`config.mk`:
```
export PLATFORM = sky130hd
export DESIGN_NAME = clk_stop_ctrl
export DESIGN_NICKNAME = d
export VERILOG_FILES = /design/src/rtl/clkgate_pkg.sv /design/src/rtl/clkgate_sync.sv /design/src/rtl/clkgate_cell.sv /design/src/rtl/clkgate_bank.sv /design/src/rtl/clk_stop_ctrl.sv
export SDC_FILE = /design/constraint.sdc
export NUM_CORES = 1
export LEC_CHECK = 0
export BUFFER_PORTS_ARGS = -buffer_cell sky130_fd_sc_hd__buf_2
export CAP_MARGIN = 20
export CORE_MARGIN = 2
export CORE_UTILIZATION = 49
export DETAILED_ROUTE_END_ITERATION = 10
export HOLD_SLACK_MARGIN = 0.03
export PLACE_DENSITY_LB_ADDON = 0.1
export SYNTH_ARGS = -nofsm -noshare
export SYNTH_HDL_FRONTEND = slang
export SYNTH_HIERARCHICAL = 1
export SYNTH_SLANG_ARGS = --single-unit
```
`constraint.sdc`:
```
create_clock -name clk -period 2.9 [get_ports clk]
set_input_delay 0.58 -clock clk [delete_from_list [all_inputs] [get_ports clk]]
set_output_delay 0.58 -clock clk [all_outputs]
set_load 0.01 [all_outputs]
```
`src/rtl/clkgate_pkg.sv`:
```
package clkgate_pkg;

   typedef enum logic [1:0] {
      DRV_RUN  = 2'b00,
      DRV_STOP = 2'b01,
      DRV_HIZ  = 2'b10
   } drv_mode_e;

endpackage

```
`src/rtl/clkgate_sync.sv`:
```
module clkgate_sync #(
   parameter int         WIDTH   = 3,
   parameter int         STAGES  = 2,
   parameter logic       RST_VAL = 1'b0
) (
   input  logic             clk,
   input  logic             rst_n,
   input  logic [WIDTH-1:0] d,
   output logic [WIDTH-1:0] q
);

   generate
      if (STAGES < 2) begin : g_bad_stages
         $error("clkgate_sync: STAGES must be at least 2");
      end
      if (WIDTH < 1) begin : g_bad_width
         $error("clkgate_sync: WIDTH must be at least 1");
      end
   endgenerate

   logic [STAGES-1:0][WIDTH-1:0] chain_q;

   always_ff @(posedge clk or negedge rst_n) begin
      if (!rst_n) begin
         chain_q <= {(STAGES*WIDTH){RST_VAL}};
      end else begin
         chain_q <= {chain_q[STAGES-2:0], d};
      end
   end

   assign q = chain_q[STAGES-1];

endmodule

```
`src/rtl/clkgate_cell.sv`:
```
module clkgate_cell (
   input  logic clk,
   input  logic rst_n,
   input  logic src,
   input  logic want,
   output logic run,
   output logic clk_o
);

   logic run_q;

   // the run state may only move while the source level is low
   always_ff @(posedge clk or negedge rst_n) begin
      if (!rst_n) begin
         run_q <= 1'b0;
      end else if (!src) begin
         run_q <= want;
      end
   end

   assign run   = run_q;
   assign clk_o = src & run_q;


   run_change_low_chk: assert property (@(posedge clk) disable iff (!rst_n)
      !$stable(run_q) |-> $past(!src));


   run_load_low_chk: assert property (@(posedge clk) disable iff (!rst_n)
      !src |=> (run_q == $past(want)));

endmodule

```
`src/rtl/clkgate_bank.sv`:
```
module clkgate_bank #(
   parameter int WIDTH = 4
) (
   input  logic             clk,
   input  logic             rst_n,
   input  logic             src,
   input  logic [WIDTH-1:0] want,
   output logic [WIDTH-1:0] run,
   output logic [WIDTH-1:0] clk_o
);

   generate
      if (WIDTH < 1) begin : g_bad_width
         $error("clkgate_bank: WIDTH must be at least 1");
      end
      for (genvar i = 0; i < WIDTH; i++) begin : g_cell
         clkgate_cell u_cell (
            .clk   (clk),
            .rst_n (rst_n),
            .src   (src),
            .want  (want[i]),
            .run   (run[i]),
            .clk_o (clk_o[i])
         );
      end
   endgenerate

endmodule

```
`src/rtl/clk_stop_ctrl.sv`:
```
module clk_stop_ctrl #(
   parameter int N_CPU       = 2,
   parameter int N_PCIF      = 3,
   parameter int N_PCI       = 6,
   parameter int N_V66       = 2,
   parameter int N_BUF       = 3,
   parameter int SYNC_STAGES = 2
) (
   input  logic                clk,
   input  logic                rst_n,
   input  logic                pwrdn_n,
   input  logic                cpustop_n,
   input  logic                pcistop_n,
   input  logic                cpu_src,
   input  logic                pci_src,
   input  logic                v66_src,
   input  logic                usb_src,
   input  logic [N_CPU-1:0]    cpu_oe,
   input  logic [N_CPU-1:0]    cpu_free,
   input  logic                cpu_pd_hiz,
   input  logic [N_PCIF-1:0]   pcif_oe,
   input  logic [N_PCIF-1:0]   pcif_stop_en,
   input  logic [N_PCI-1:0]    pci_oe,
   input  logic [N_V66-1:0]    v66_oe,
   input  logic [N_BUF-1:0]    buf_oe,
   input  logic                usb_oe,
   input  logic                dot_oe,
   output logic [N_CPU-1:0]    cpu_clk_o,
   output logic [2*N_CPU-1:0]  cpu_drv_o,
   output logic [N_PCIF-1:0]   pcif_clk_o,
   output logic [N_PCI-1:0]    pci_clk_o,
   output logic [N_V66-1:0]    v66_clk_o,
   output logic [N_BUF-1:0]    buf_clk_o,
   output logic                usb_clk_o,
   output logic                dot_clk_o,
   output logic                cpustop_level_o
);

   import clkgate_pkg::*;

   localparam int N_PINS = 3;
   localparam int N_AUX  = 2;

   generate
      if (N_CPU < 1 || N_PCIF < 1 || N_PCI < 1 || N_V66 < 1 || N_BUF < 1) begin : g_bad_count
         $error("clk_stop_ctrl: every output group needs at least one member");
      end
      if (SYNC_STAGES < 2) begin : g_bad_sync
         $error("clk_stop_ctrl: SYNC_STAGES must be at least 2");
      end
   endgenerate

   // pin synchronisation: reset holds the asserted (low) level
   logic [N_PINS-1:0] pins_s;

   clkgate_sync #(
      .WIDTH   (N_PINS),
      .STAGES  (SYNC_STAGES),
      .RST_VAL (1'b0)
   ) u_sync (
      .clk   (clk),
      .rst_n (rst_n),
      .d     ({pcistop_n, cpustop_n, pwrdn_n}),
      .q     (pins_s)
   );

   logic pd;
   logic cpu_stop;
   logic pci_stop;

   assign pd       = ~pins_s[0];
   assign cpu_stop = ~pins_s[1];
   assign pci_stop = ~pins_s[2];

   assign cpustop_level_o = pins_s[1];

   // requested run state per output
   logic [N_CPU-1:0]  cpu_want;
   logic [N_PCIF-1:0] pcif_want;
   logic [N_PCI-1:0]  pci_want;
   logic [N_V66-1:0]  v66_want;
   logic [N_BUF-1:0]  buf_want;
   logic [N_AUX-1:0]  aux_want;

   always_comb begin
      cpu_want  = pd ? '0 : (cpu_oe & (cpu_stop ? cpu_free : {N_CPU{1'b1}}));
      pcif_want = pd ? '0 : (pcif_oe & (pci_stop ? ~pcif_stop_en : {N_PCIF{1'b1}}));
      pci_want  = (pd || pci_stop) ? '0 : pci_oe;
      v66_want  = pd ? '0 : v66_oe;
      buf_want  = pd ? '0 : buf_oe;
      aux_want  = pd ? '0 : {dot_oe, usb_oe};
   end

   logic [N_CPU-1:0]  cpu_run;
   logic [N_PCIF-1:0] pcif_run;
   logic [N_PCI-1:0]  pci_run;
   logic [N_V66-1:0]  v66_run;
   logic [N_BUF-1:0]  buf_run;
   logic [N_AUX-1:0]  aux_run;
   logic [N_AUX-1:0]  aux_clk;

   clkgate_bank #(.WIDTH(N_CPU)) u_cpu_bank (
      .clk (clk), .rst_n (rst_n), .src (cpu_src),
      .want (cpu_want), .run (cpu_run), .clk_o (cpu_clk_o)
   );

   clkgate_bank #(.WIDTH(N_PCIF)) u_pcif_bank (
      .clk (clk), .rst_n (rst_n), .src (pci_src),
      .want (pcif_want), .run (pcif_run), .clk_o (pcif_clk_o)
   );

   clkgate_bank #(.WIDTH(N_PCI)) u_pci_bank (
      .clk (clk), .rst_n (rst_n), .src (pci_src),
      .want (pci_want), .run (pci_run), .clk_o (pci_clk_o)
   );

   clkgate_bank #(.WIDTH(N_V66)) u_v66_bank (
      .clk (clk), .rst_n (rst_n), .src (v66_src),
      .want (v66_want), .run (v66_run), .clk_o (v66_clk_o)
   );

   clkgate_bank #(.WIDTH(N_BUF)) u_buf_bank (
      .clk (clk), .rst_n (rst_n), .src (v66_src),
      .want (buf_want), .run (buf_run), .clk_o (buf_clk_o)
   );

   clkgate_bank #(.WIDTH(N_AUX)) u_aux_bank (
      .clk (clk), .rst_n (rst_n), .src (usb_src),
      .want (aux_want), .run (aux_run), .clk_o (aux_clk)
   );

   assign usb_clk_o = aux_clk[0];
   assign dot_clk_o = aux_clk[1];

   // drive-mode code per CPU pair, taken from the gated run state
   generate
      for (genvar i = 0; i < N_CPU; i++) begin : g_drv
         drv_mode_e mode;
         always_comb begin
            if (cpu_run[i]) begin
               mode = DRV_RUN;
            end else if (pd && cpu_pd_hiz) begin
               mode = DRV_HIZ;
            end else begin
               mode = DRV_STOP;
            end
         end
         assign cpu_drv_o[2*i +: 2] = mode;
      end
   endgenerate


   pd_holds_low_chk: assert property (@(posedge clk) disable iff (!rst_n)
      ($past(pd) && !$past(v66_src)) |-> (v66_run == '0 && buf_run == '0));


   pci_stop_halts_chk: assert property (@(posedge clk) disable iff (!rst_n)
      ($past(pci_stop) && !$past(pci_src)) |-> (pci_run == '0));


   v66_ignores_stop_chk: assert property (@(posedge clk) disable iff (!rst_n)
      (!$past(pd) && !$past(v66_src)) |-> (v66_run == $past(v66_oe)));

endmodule

```
### Word level (Yosys, flattened, before mapping)

Index checks and enable logic that the tools add are counted.

* multiplexer cells: 11
* bitwise gates (word level): 23
* reduce and logical (&&, ||, !) cells: 2

Operators with widths (number)
* $and 1x1->1: 18
* $mux 2: 7
* $mux 3: 3
* $mux 6: 1
* $and 3x3->3: 1
* $not 3->3: 1
* $and 2x2->2: 1
* $not 1->1: 2
* $logic_and 1x1->1: 1
* $logic_or 1x1->1: 1

* bits in registers: 24
* input bits: 33
* output and inout bits: 23
* logic and storage cells: 56

### Longest topological paths before layout

Gate-level depths: netlist (run 1).

* word-level depth: 4
* depth in mapped cells: 5
* mapped depth without buffers: 3

### Cells and area by module

Netlist (run 1), hierarchy kept.

By module, submodules not included
* clkgate_cell: instances 18, cells each 3, area each 47.5 um^2, sequential area each 25.0 um^2
* clk_stop_ctrl: instances 1, cells each 30, area each 206.4 um^2, sequential area each 0.0 um^2
* clkgate_sync: instances 1, cells each 9, area each 172.7 um^2, sequential area each 150.1 um^2

### Worst setup path after synthesis (run 1)

Ideal clock, no wire load.

* kind: input-to-output
* start: in cpu_pd_hiz
* end: out cpu_drv_o[0]
* arrival: 0.879 ns
* required time: 2.320 ns
* path slack: 1.441 ns
* cell stages on the path: 2
* path buffers: 0
* path through: nor2b_2 > nor2_1

* longest elaborated chain between the ends: 3

RTL lines
* from (decl): RTL line clk_stop_ctrl.sv:20 `input logic cpu_pd_hiz,`
* $logic_and 1x1->1: RTL line clk_stop_ctrl.sv:142 `end else if (pd && cpu_pd_hiz) begin`
* $mux 2: RTL line clk_stop_ctrl.sv:142
* $mux 2: RTL line clk_stop_ctrl.sv:140 `if (cpu_run[i]) begin`
* to (decl): RTL line clk_stop_ctrl.sv:29 `output logic [2*N_CPU-1:0] cpu_drv_o,`

No other way between the ends.

### Worst setup path after layout (run 1)

* start: reg u_sync.chain_q, in the netlist u_sync/q[0]
* end: out cpu_drv_o[1]

* longest elaborated chain between the ends: 4

RTL lines
* from (decl): RTL line clkgate_sync.sv:21 `logic [STAGES-1:0][WIDTH-1:0] chain_q;`
* from (signal assigned): RTL line clkgate_sync.sv:25 `chain_q <= {(STAGES*WIDTH){RST_VAL}};`
* from (signal assigned): RTL line clkgate_sync.sv:27 `chain_q <= {chain_q[STAGES-2:0], d};`
* $not 1->1: RTL line clk_stop_ctrl.sv:71 `assign pd = ~pins_s[0];`
* $logic_and 1x1->1: RTL line clk_stop_ctrl.sv:142
* $mux 2: RTL line clk_stop_ctrl.sv:142
* $mux 2: RTL line clk_stop_ctrl.sv:140

No other way between the ends.

==> results.yml, run 1 <==
timing:
  fin_crit_ps: 1995
  fmax_mhz: 501.3
  rsz0062_at_grt: "false"
  max-slew-margin-rel_pct: 62.85
  hold_viol: 0
  tns_ps: 0
  worstMarginPinSlew_ps: 557.3
  skew_ps: 6.699
  post-route-period-util_pct: 68.79
  finalSetupViolCount: 0
  slew_viol_final: 0
global_routing:
  overflow: 0
  grt_pass1_vias: 761
  antenna_found_initial: 0
  grt_first_pass_wirelength_microns: 3374
  grt.total_usage_pct: 16.31
  grt_max_degree: 25
floorplan:
  core_area_sq_um: 2432
  die_h_microns: 54.20
  dieArea_sq_um: 2938
  start_util_pct: 50.77
  die_w_microns: 54.20
  io_pins: 56
  num_rows: 18
min_path:
  hold_path.class: "primary input to asynchronous set/reset pin"
placed_design:
  gp_congestion: 0.6595
  io_buffers: 55
  dpl_cell_area_sq_um: 1503
  dp_hpwl_microns: 1626
route:
  ant_nets: 0
  drcViolationCount: 0
  drt-pass1-iter-count: 4
  routed_via_density: 4.813
  wl_per_cell_microns: 12.35
  vias: 847
  drtIter0Drc: 4
  wl_microns: 2173
synth:
  syn_nets: 126
  synth.largest_area_cell: "dfrtp_1"
  synthDistinctLibCells: 16
  synthesis.area_sq_um: 1235
  syn_inst: 93
  ys_seq_area_share_pct: 48.63
  synth_top_area_share_pct: 48.63
  synth-seq-cells: 24
  yosys_warnings: 6
  synthTopCellsByArea: "dfrtp_1 49%, mux2_4 22%, and2_2 14%"
  avgSynthCellArea_sq_um: 13.28
power_and_ir_drop:
  pwr_density_cell_nw_per_um2: 411.2
  power.total_mw: 0.6272
  leakagePower_nw: 0.8865
  p_int_mw: 0.4798
  p_sw_share_pct: 23.50
  ir_drop_mv: 0.3086
  pwr-share-comb_pct: 19.4
  p_clk_share_pct: 20.8
  p_sw_mw: 0.1474
  power_frac_seq_pct: 59.7
run_status:
  status: "complete, no violations"
critical_path:
  endpoint_kind: "output port"
  startpoint: "u_sync/q[0]"
  reg2reg_from: "u_sync/q[0]"
  crit_fanout: 20
  cp-start-kind: "register"
  cp.arrival_ps: 1410
  rrSetupSlack_ps: 1640
  worstPathRequired_ps: 2320
  worst-setup-path-type: "register to output port"
  r2r-end: "u_pci_bank/g_cell[1].u_cell/run"
  worst-r2r-cell-count: 2
clock_network:
  cts_root_buf: "clkbuf_4"
  clk_pin_slew_ps: 110
  htreeDepth: 1
  post_cts_resized: 0
  clock_path_buffers: 2
  cts.sinks: 24
  cts_tree: "done"
  hold_buffers: 0
  clk_latency_ps: 290
  cts_buffers: 3
  post_cts_buffers: 0
finish:
  diodes: 0
  drive_gt1_share_pct: 72.60
  syn_to_final_growth_pct: 23.51
  fin_nets: 181
  stdcell_area_sq_um: 1525
job:
  maxCapViolCount: 0
-- metrics by stage --
step	instances	hold WS (ps)	setup slack, ps	utilization (%)
final	176	232.9	905.2	62.71
after global routing	176	241.6	740.4	62.71
after CTS	176	234.9	848.8	62.71
after detailed placement	173	337.2	1074	61.78
after global placement	173	334.5	1095	61.78
after floorplan	93	284.4	1441	-
-- area by class of cell --
class                           count  area [sq um]
Clock buffer                        3         22.52
Fill cell                         210         907.1
Inverter                            1         3.754
Multi-Input combinational cell     63         585.6
Sequential cell                    24         600.6
Tap cell                           30         37.54
Timing Repair Buffer               55         275.3
-- sequential cells by signal (all words and copies together) (netlist names) --
register,flops
u_pci_bank/g_cell.u_cell/run,6
u_buf_bank/g_cell.u_cell/run,3
u_aux_bank/g_cell.u_cell/run,2
u_v66_bank/g_cell.u_cell/run,2
u_sync/q,3
u_pcif_bank/g_cell.u_cell/run,3
u_cpu_bank/g_cell.u_cell/run,2
u_sync/chain_q,3
-- worst max-delay path, cell delays in order, from the launching register on --
cell,delay [ps]
dfrtp_1,710
nand2b_4,250
nor2_2,30
buf_2,130
-- worst max-delay path by stage --
stage	to	slack [ps]
4_1_cts	cpu_drv_o[1]	850
3_5_place_dp	pci_clk_o[3]	1070
5_1_grt	cpu_drv_o[3]	740
2_1_floorplan	cpu_drv_o[0]	1440
3_3_place_gp	pci_clk_o[4]	1090
6_report	cpu_drv_o[1]	910
-- cell families after synthesis --
kind of cell	after synthesis	share of synthesized area [%]
AOI/OAI and AO/OA	5	2.837
buffers and inverters	6	3.951
DFF	24	48.63
muxes	18	21.88
and+or+nand+nor	40	22.70
-- routing by layer --
| layer | track usage [%] | share of wire, % |
|---|---|---|
| met1 | 21.33 | 45 |
| met2 | 26.51 | 47 |
| met3 | 5.833 | 7.9 |
| met4 | 2.500 | 0.69 |
| met5 | 0 | 0 |
-- Yosys cell counts, drive strengths merged --
cell type / count
nor2b: 1
mux2: 18
nand2b: 1
inv: 1
a21oi: 3
nor2: 4
nand2: 3
buf: 5
and2: 25
o211a: 2
and3: 6
dfrtp: 24
-- cells in the final DEF, fill, tap and decap left out, drive strengths merged --
cell type  synthesis  final
buf                5     55
and2              25     25
dfrtp             24     24
mux2              18     18
and3               6      6
nor2               4      4
nand2              3      3
a21oi              3      3
clkbuf             0      3
o211a              2      2
nor2b              1      1
inv                1      1
nand2b             1      1
-- power groups by stage --
stage / Clock [mW] / Combinational (mW) / Sequential (mW)
final: 0.131 / 0.122 / 0.375
after detailed placement: 0 / 0.123 / 0.381
after global routing: 0.161 / 0.134 / 0.379
after global placement: 0 / 0.121 / 0.380
after CTS: 0.141 / 0.124 / 0.375
after floorplan: 0 / 0.0777 / 0.372
(Power assumes the default switching activity.)
==> inputs of run 2 (changes only) <==
--- a/config.mk
+++ b/config.mk
@@ -8,7 +8,7 @@
 export BUFFER_PORTS_ARGS = -buffer_cell sky130_fd_sc_hd__buf_2
 export CAP_MARGIN = 20
 export CORE_MARGIN = 2
-export CORE_UTILIZATION = 49
+export CORE_UTILIZATION = 46
 export DETAILED_ROUTE_END_ITERATION = 10
 export HOLD_SLACK_MARGIN = 0.03
 export PLACE_DENSITY_LB_ADDON = 0.1
==> constraint.sdc (replaced) <==
create_clock -name clk -period 1.9 [get_ports clk]
set_input_delay 0.38 -clock clk [delete_from_list [all_inputs] [get_ports clk]]
set_output_delay 0.38 -clock clk [all_outputs]
set_load 0.01 [all_outputs]
==> results.yml, run 2 (synthesis gave the netlist of run 1 again) <==
run_status:
  status: "complete, no violations"
power_and_ir_drop:
  ir_drop_mv: 0.5586
  p_clk_share_pct: 25.1
  power_frac_seq_pct: 56.2
  p_sw_share_pct: 23.46
  pwr_density_cell_nw_per_um2: 653.0
  p_int_mw: 0.7786
  pwr-share-comb_pct: 18.7
  p_sw_mw: 0.2386
  leakagePower_nw: 0.9017
finish:
  multiInputGateArea_sq_um: 585.6
  final_util_pct: 62.31
  fin_nets: 183
  mostFrequentLayoutCells: "55 x buf_2, 23 x and2_2, 23 x dfrtp_1, 18 x mux2_4"
  diodes: 0
  nFillCells: 219
  syn_to_final_growth_pct: 26.14
  seqCellArea_sq_um: 601.8
  final-instance-count-excl-fill: 179
  drive_gt1_share_pct: 73.15
  largest_reg_flops: 6
  final_common_cell: "buf_2"
placed_design:
  gp_congestion: 0.7702
  place_inst: 174
  io_buffers: 55
  place_ws_ps: 436.8
  dp_hpwl_microns: 1640
floorplan:
  io_pins: 56
  start_util_pct: 49.40
  die_h_microns: 55.82
  core_area_sq_um: 2500
  dieArea_sq_um: 3115
  num_rows: 18
  die_w_microns: 55.82
timing:
  slew_viol_final: 0
  post-route-period-util_pct: 84.69
  finalSetupViolCount: 0
  worstMarginPinSlew_ps: 518.8
  max-slew-margin-rel_pct: 65.41
  hold_viol: 0
  rsz0062_at_grt: "false"
  fin_ws_ps: 290.9
  fmax_mhz: 621.4
  skew_ps: 5.378
  fin_crit_ps: 1609
  tns_ps: 0
route:
  ant_nets: 0
  drtIter0Drc: 5
  routed_via_density: 4.654
  drt-pass1-iter-count: 4
  wl_per_cell_microns: 12.45
  wl_microns: 2229
  drcViolationCount: 0
  vias: 833
critical_path:
  cp_num_buf_inv: 1
  slowest_delay_ps: 560
  reg2reg_from: "u_sync/q[0]"
  cp_top_family: "flip-flops"
  endpoint_kind: "output port"
  worst-r2r-cell-count: 2
  crit_fanout: 20
  r2r-end: "u_aux_bank/g_cell[0].u_cell/run"
  slowest_stage: "dfrtp_2"
  cp.depth: 3
  startpoint: "u_sync/q[0]"
  worstPathRequired_ps: 1520
  cp-start-kind: "register"
  cp.arrival_ps: 1230
  rrSetupSlack_ps: 770
  crit_end: "cpu_drv_o[1]"
  crit_chain: "nand2b_4 -> nor2_2 -> buf_2"
  worst-setup-path-type: "register to output port"
clock_network:
  clock_path_buffers: 2
  cts.sinks: 24
  cts_tree: "done"
  clk_pin_slew_ps: 110
  clk_latency_ps: 310
  htreeDepth: 1
  post_cts_buffers: 0
  cts_root_buf: "clkbuf_4"
  cts_buffers: 3
global_routing:
  grt.total_usage_pct: 15.08
  grt_first_pass_wirelength_microns: 3615
  overflow: 0
  grt_pass1_vias: 798
  grt_max_degree: 25
  antenna_found_initial: 0
job:
  maxCapViolCount: 0
min_path:
  hold_path.class: "primary input to register"
run 2: changes by cell type in the layout (fill, tap and decap cells not counted), sizes merged:
cell | previous run | this run
clkbuf | 3 | 4
dlygate4sd3 | 0 | 1
buf | 55 | 56
run 2: layer usage:
layer	up-vias	share of wire [%]	global-route usage [%]	wire length [microns]
met5	-	0	0	0
met4	0	1.3	5.102	28
met3	4	8.7	6.512	193
met2	33	45	23.64	1013
met1	381	45	18.71	994
li1	415	-	-	-
run 2: per-stage QoR:
| stage | hold slack [ps] | instance area, sq um | power [mW] |
|---|---|---|---|
| floorplan | 84.41 | 1235 | 0.6870 |
| detailed placement | 337.2 | 1510 | 0.7717 |
| global placement | 333.8 | 1510 | 0.7670 |
| global route | 131.5 | 1558 | 1.080 |
| CTS | 157.5 | 1556 | 1.034 |
| finish | 170.9 | 1558 | 1.017 |
run 2: worst min-delay path by stage:
stage,endpoint,cells past startpoint,slack (ps),start
CTS,u_sync/chain_q[0],1,160,pwrdn_n
global placement,u_sync/q[1],0,330,u_sync/chain_q[1]
global route,u_sync/chain_q[0],1,130,pwrdn_n
finish,u_sync/chain_q[2],1,170,pcistop_n
detailed placement,u_sync/q[2],0,340,u_sync/chain_q[2]
floorplan,u_aux_bank/g_cell[0].u_cell/run,0,80,rst_n
run 2: power groups by stage:
stage	Combinational (mW)	Sequential, mW	Clock, mW
after global routing	0.207	0.578	0.294
after global placement	0.187	0.580	0
final	0.190	0.572	0.255
after floorplan	0.119	0.568	0
after detailed placement	0.190	0.582	0
after CTS	0.193	0.572	0.269
run 2: area by class of cell:
class	instances	area share (%)
Inverter	1	0.2410
Timing Repair Buffer	57	18.80
Clock buffer	4	2.329
Tap cell	30	2.410
Multi-Input combinational cell	63	37.59
Sequential cell	24	38.63
run 2: worst register-to-register path, stage by stage, from the launching register on:
cell and delay, ps:
dfrtp_2 540, and2_2 230, mux2_4 260
run 2: timing repair:
item                                    CTS  global route
resized for setup                         0             1
endpoints found under the setup margin    0             2
hold buffers                              1             0
hold endpoints to repair                  1             0
==> inputs of run 3 (changes only) <==
--- a/config.mk
+++ b/config.mk
@@ -8,7 +8,7 @@
 export BUFFER_PORTS_ARGS = -buffer_cell sky130_fd_sc_hd__buf_2
 export CAP_MARGIN = 20
 export CORE_MARGIN = 2
-export CORE_UTILIZATION = 46
+export CORE_UTILIZATION = 41
 export DETAILED_ROUTE_END_ITERATION = 10
 export HOLD_SLACK_MARGIN = 0.03
 export PLACE_DENSITY_LB_ADDON = 0.1
==> constraint.sdc (replaced) <==
create_clock -name clk -period 1.3 [get_ports clk]
set_input_delay 0.26 -clock clk [delete_from_list [all_inputs] [get_ports clk]]
set_output_delay 0.26 -clock clk [all_outputs]
set_load 0.01 [all_outputs]
==> results.yml, run 3 (synthesis gave the netlist of run 1 again) <==
run_status:
  status: "complete, but fails checks"
  violations: "design-rule violations, negative setup slack"
critical_path:
  worstPathRequired_ps: 1040
  endpoint_kind: "output port"
  cp_num_buf_inv: 2
  cp.arrival_ps: 1170
  crit_fanout: 4
  crit_chain: "buf_6 -> nor2b_4 -> nor2_1 -> buf_2"
  cp-start-kind: "register"
  cp_top_family: "flip-flops"
  slowest_stage: "dfrtp_2"
  worst-setup-path-type: "register to output port"
  slowest_delay_ps: 450
timing:
  tns_ps: -442.8
  worstMarginPinSlew_ps: 532.8
  rsz0062_at_grt: "true"
  finalSetupViolCount: 5
  fmax_mhz: 700.4
  fin_ws_ps: -127.7
  post-route-period-util_pct: 109.8
  skew_ps: 3.559
  max-slew-margin-rel_pct: 64.48
  slew_viol_final: 0
  hold_viol: 0
  fin_crit_ps: 1428
floorplan:
  die_w_microns: 58.88
  num_rows: 19
  dieArea_sq_um: 3467
  die_h_microns: 58.88
  io_pins: 56
  core_area_sq_um: 2805
  start_util_pct: 44.02
route:
  drcViolationCount: 4
  wl_per_cell_microns: 12.50
  vias: 958
  ant_nets: 0
  drtIter0Drc: 12
  wl_microns: 2500
  drt-pass1-iter-count: 7
  routed_via_density: 4.790
power_and_ir_drop:
  ir_drop_mv: 0.5042
  power.total_mw: 1.591
  pwr_density_cell_nw_per_um2: 888.9
  leakagePower_nw: 1.018
placed_design:
  place_inst: 178
  place_ws_ps: 117.1
  dp_hpwl_microns: 1792
  io_buffers: 55
  gp_congestion: 0.7073
global_routing:
  overflow: 0
  grt.total_usage_pct: 14.97
  grt_first_pass_wirelength_microns: 3905
  grt_max_degree: 25
  antenna_found_initial: 0
  grt_pass1_vias: 913
finish:
  final_util_pct: 63.83
  final-instance-count-excl-fill: 200
  fin_nets: 203
  diodes: 0
  mostFrequentLayoutCells: "46 x buf_2, 23 x dfrtp_1, 18 x mux2_4, 17 x buf_4, 16 x and2_2"
  largest_reg_flops: 6
  syn_to_final_growth_pct: 44.99
  drive_gt1_share_pct: 74.56
  final_common_cell: "buf_2"
min_path:
  hold_path.class: "primary input to register"
job:
  maxCapViolCount: 0
clock_network:
  cts_buffers: 3
  clk_pin_slew_ps: 130
  clock_path_buffers: 2
  cts.sinks: 24
  clk_latency_ps: 310
  cts_tree: "done"
  cts_root_buf: "clkbuf_4"
  htreeDepth: 1
==> run 3: cell count changes in the layout (fill, tap and decap cells not counted), sizes merged <==
cell	change
buf	+17
dlygate4sd3	+3
==> run 3: worst reg2reg max path, delay by kind of cell, from the launching register on <==
family	cells	cell delay, ps
DFF	1	450
buffers and inverters	2	280
muxes	1	270
and+or+nand+nor	1	160
==> run 3: worst paths after layout <==
kind,depth (start not counted),end,startpoint,slack (ps)
setup / recovery,4,cpu_drv_o[0],u_sync/q[0],-130
setup reg to reg,4,u_aux_bank/g_cell[0].u_cell/run,u_sync/q[0],50
hold reg to reg,0,u_sync/q[2],u_sync/chain_q[2],360
min in group asynchronous,2,u_pcif_bank/g_cell[0].u_cell/run,rst_n,440
hold / removal,2,u_cpu_bank/g_cell[0].u_cell/run,cpu_src,250
max in group asynchronous,2,u_sync/q[0],rst_n,470
==> run 3: power breakdown <==
group	internal, mW	leakage, nW	switching (mW)
registers	0.798	0.306	0.0306
logic	0.238	0.691	0.133
clock network	0.171	0.0210	0.221
total	1.21	1.02	0.384
==> run 3: area by class of cell <==
| cell class | instances | area, sq um |
|---|---|---|
| Fill cell | 235 | 1015 |
| Sequential cell | 24 | 601.8 |
| Multi-Input combinational cell | 63 | 599.3 |
| Timing Repair Buffer | 77 | 510.5 |
| Tap cell | 31 | 38.79 |
| Clock buffer | 4 | 36.28 |
| Inverter | 1 | 3.754 |
==> run 3: metal layers <==
layer	GRT usage [%]	vias to the layer above	wire, microns
li1	-	460	-
met1	19.58	460	1125
met2	23.81	34	1146
met3	3.077	4	192
met4	6.818	0	36
met5	0	-	0
==> run 3: stage by stage <==
step	hold WS, ps	instance area (sq um)
final	247.0	1790
after global routing	245.2	1790
after CTS	230.1	1664
after detailed placement	278.2	1534
after global placement	269.0	1534
after floorplan	-35.59	1235
==> run 3: timing repair <==
item                                    4_1_cts  5_1_grt
resized for setup                             4       15
hold endpoints to repair                     27        0
hold buffers                                  4        0
pin swaps                                     1        2
endpoints found under the setup margin        9       25
buffers inserted                              5       10
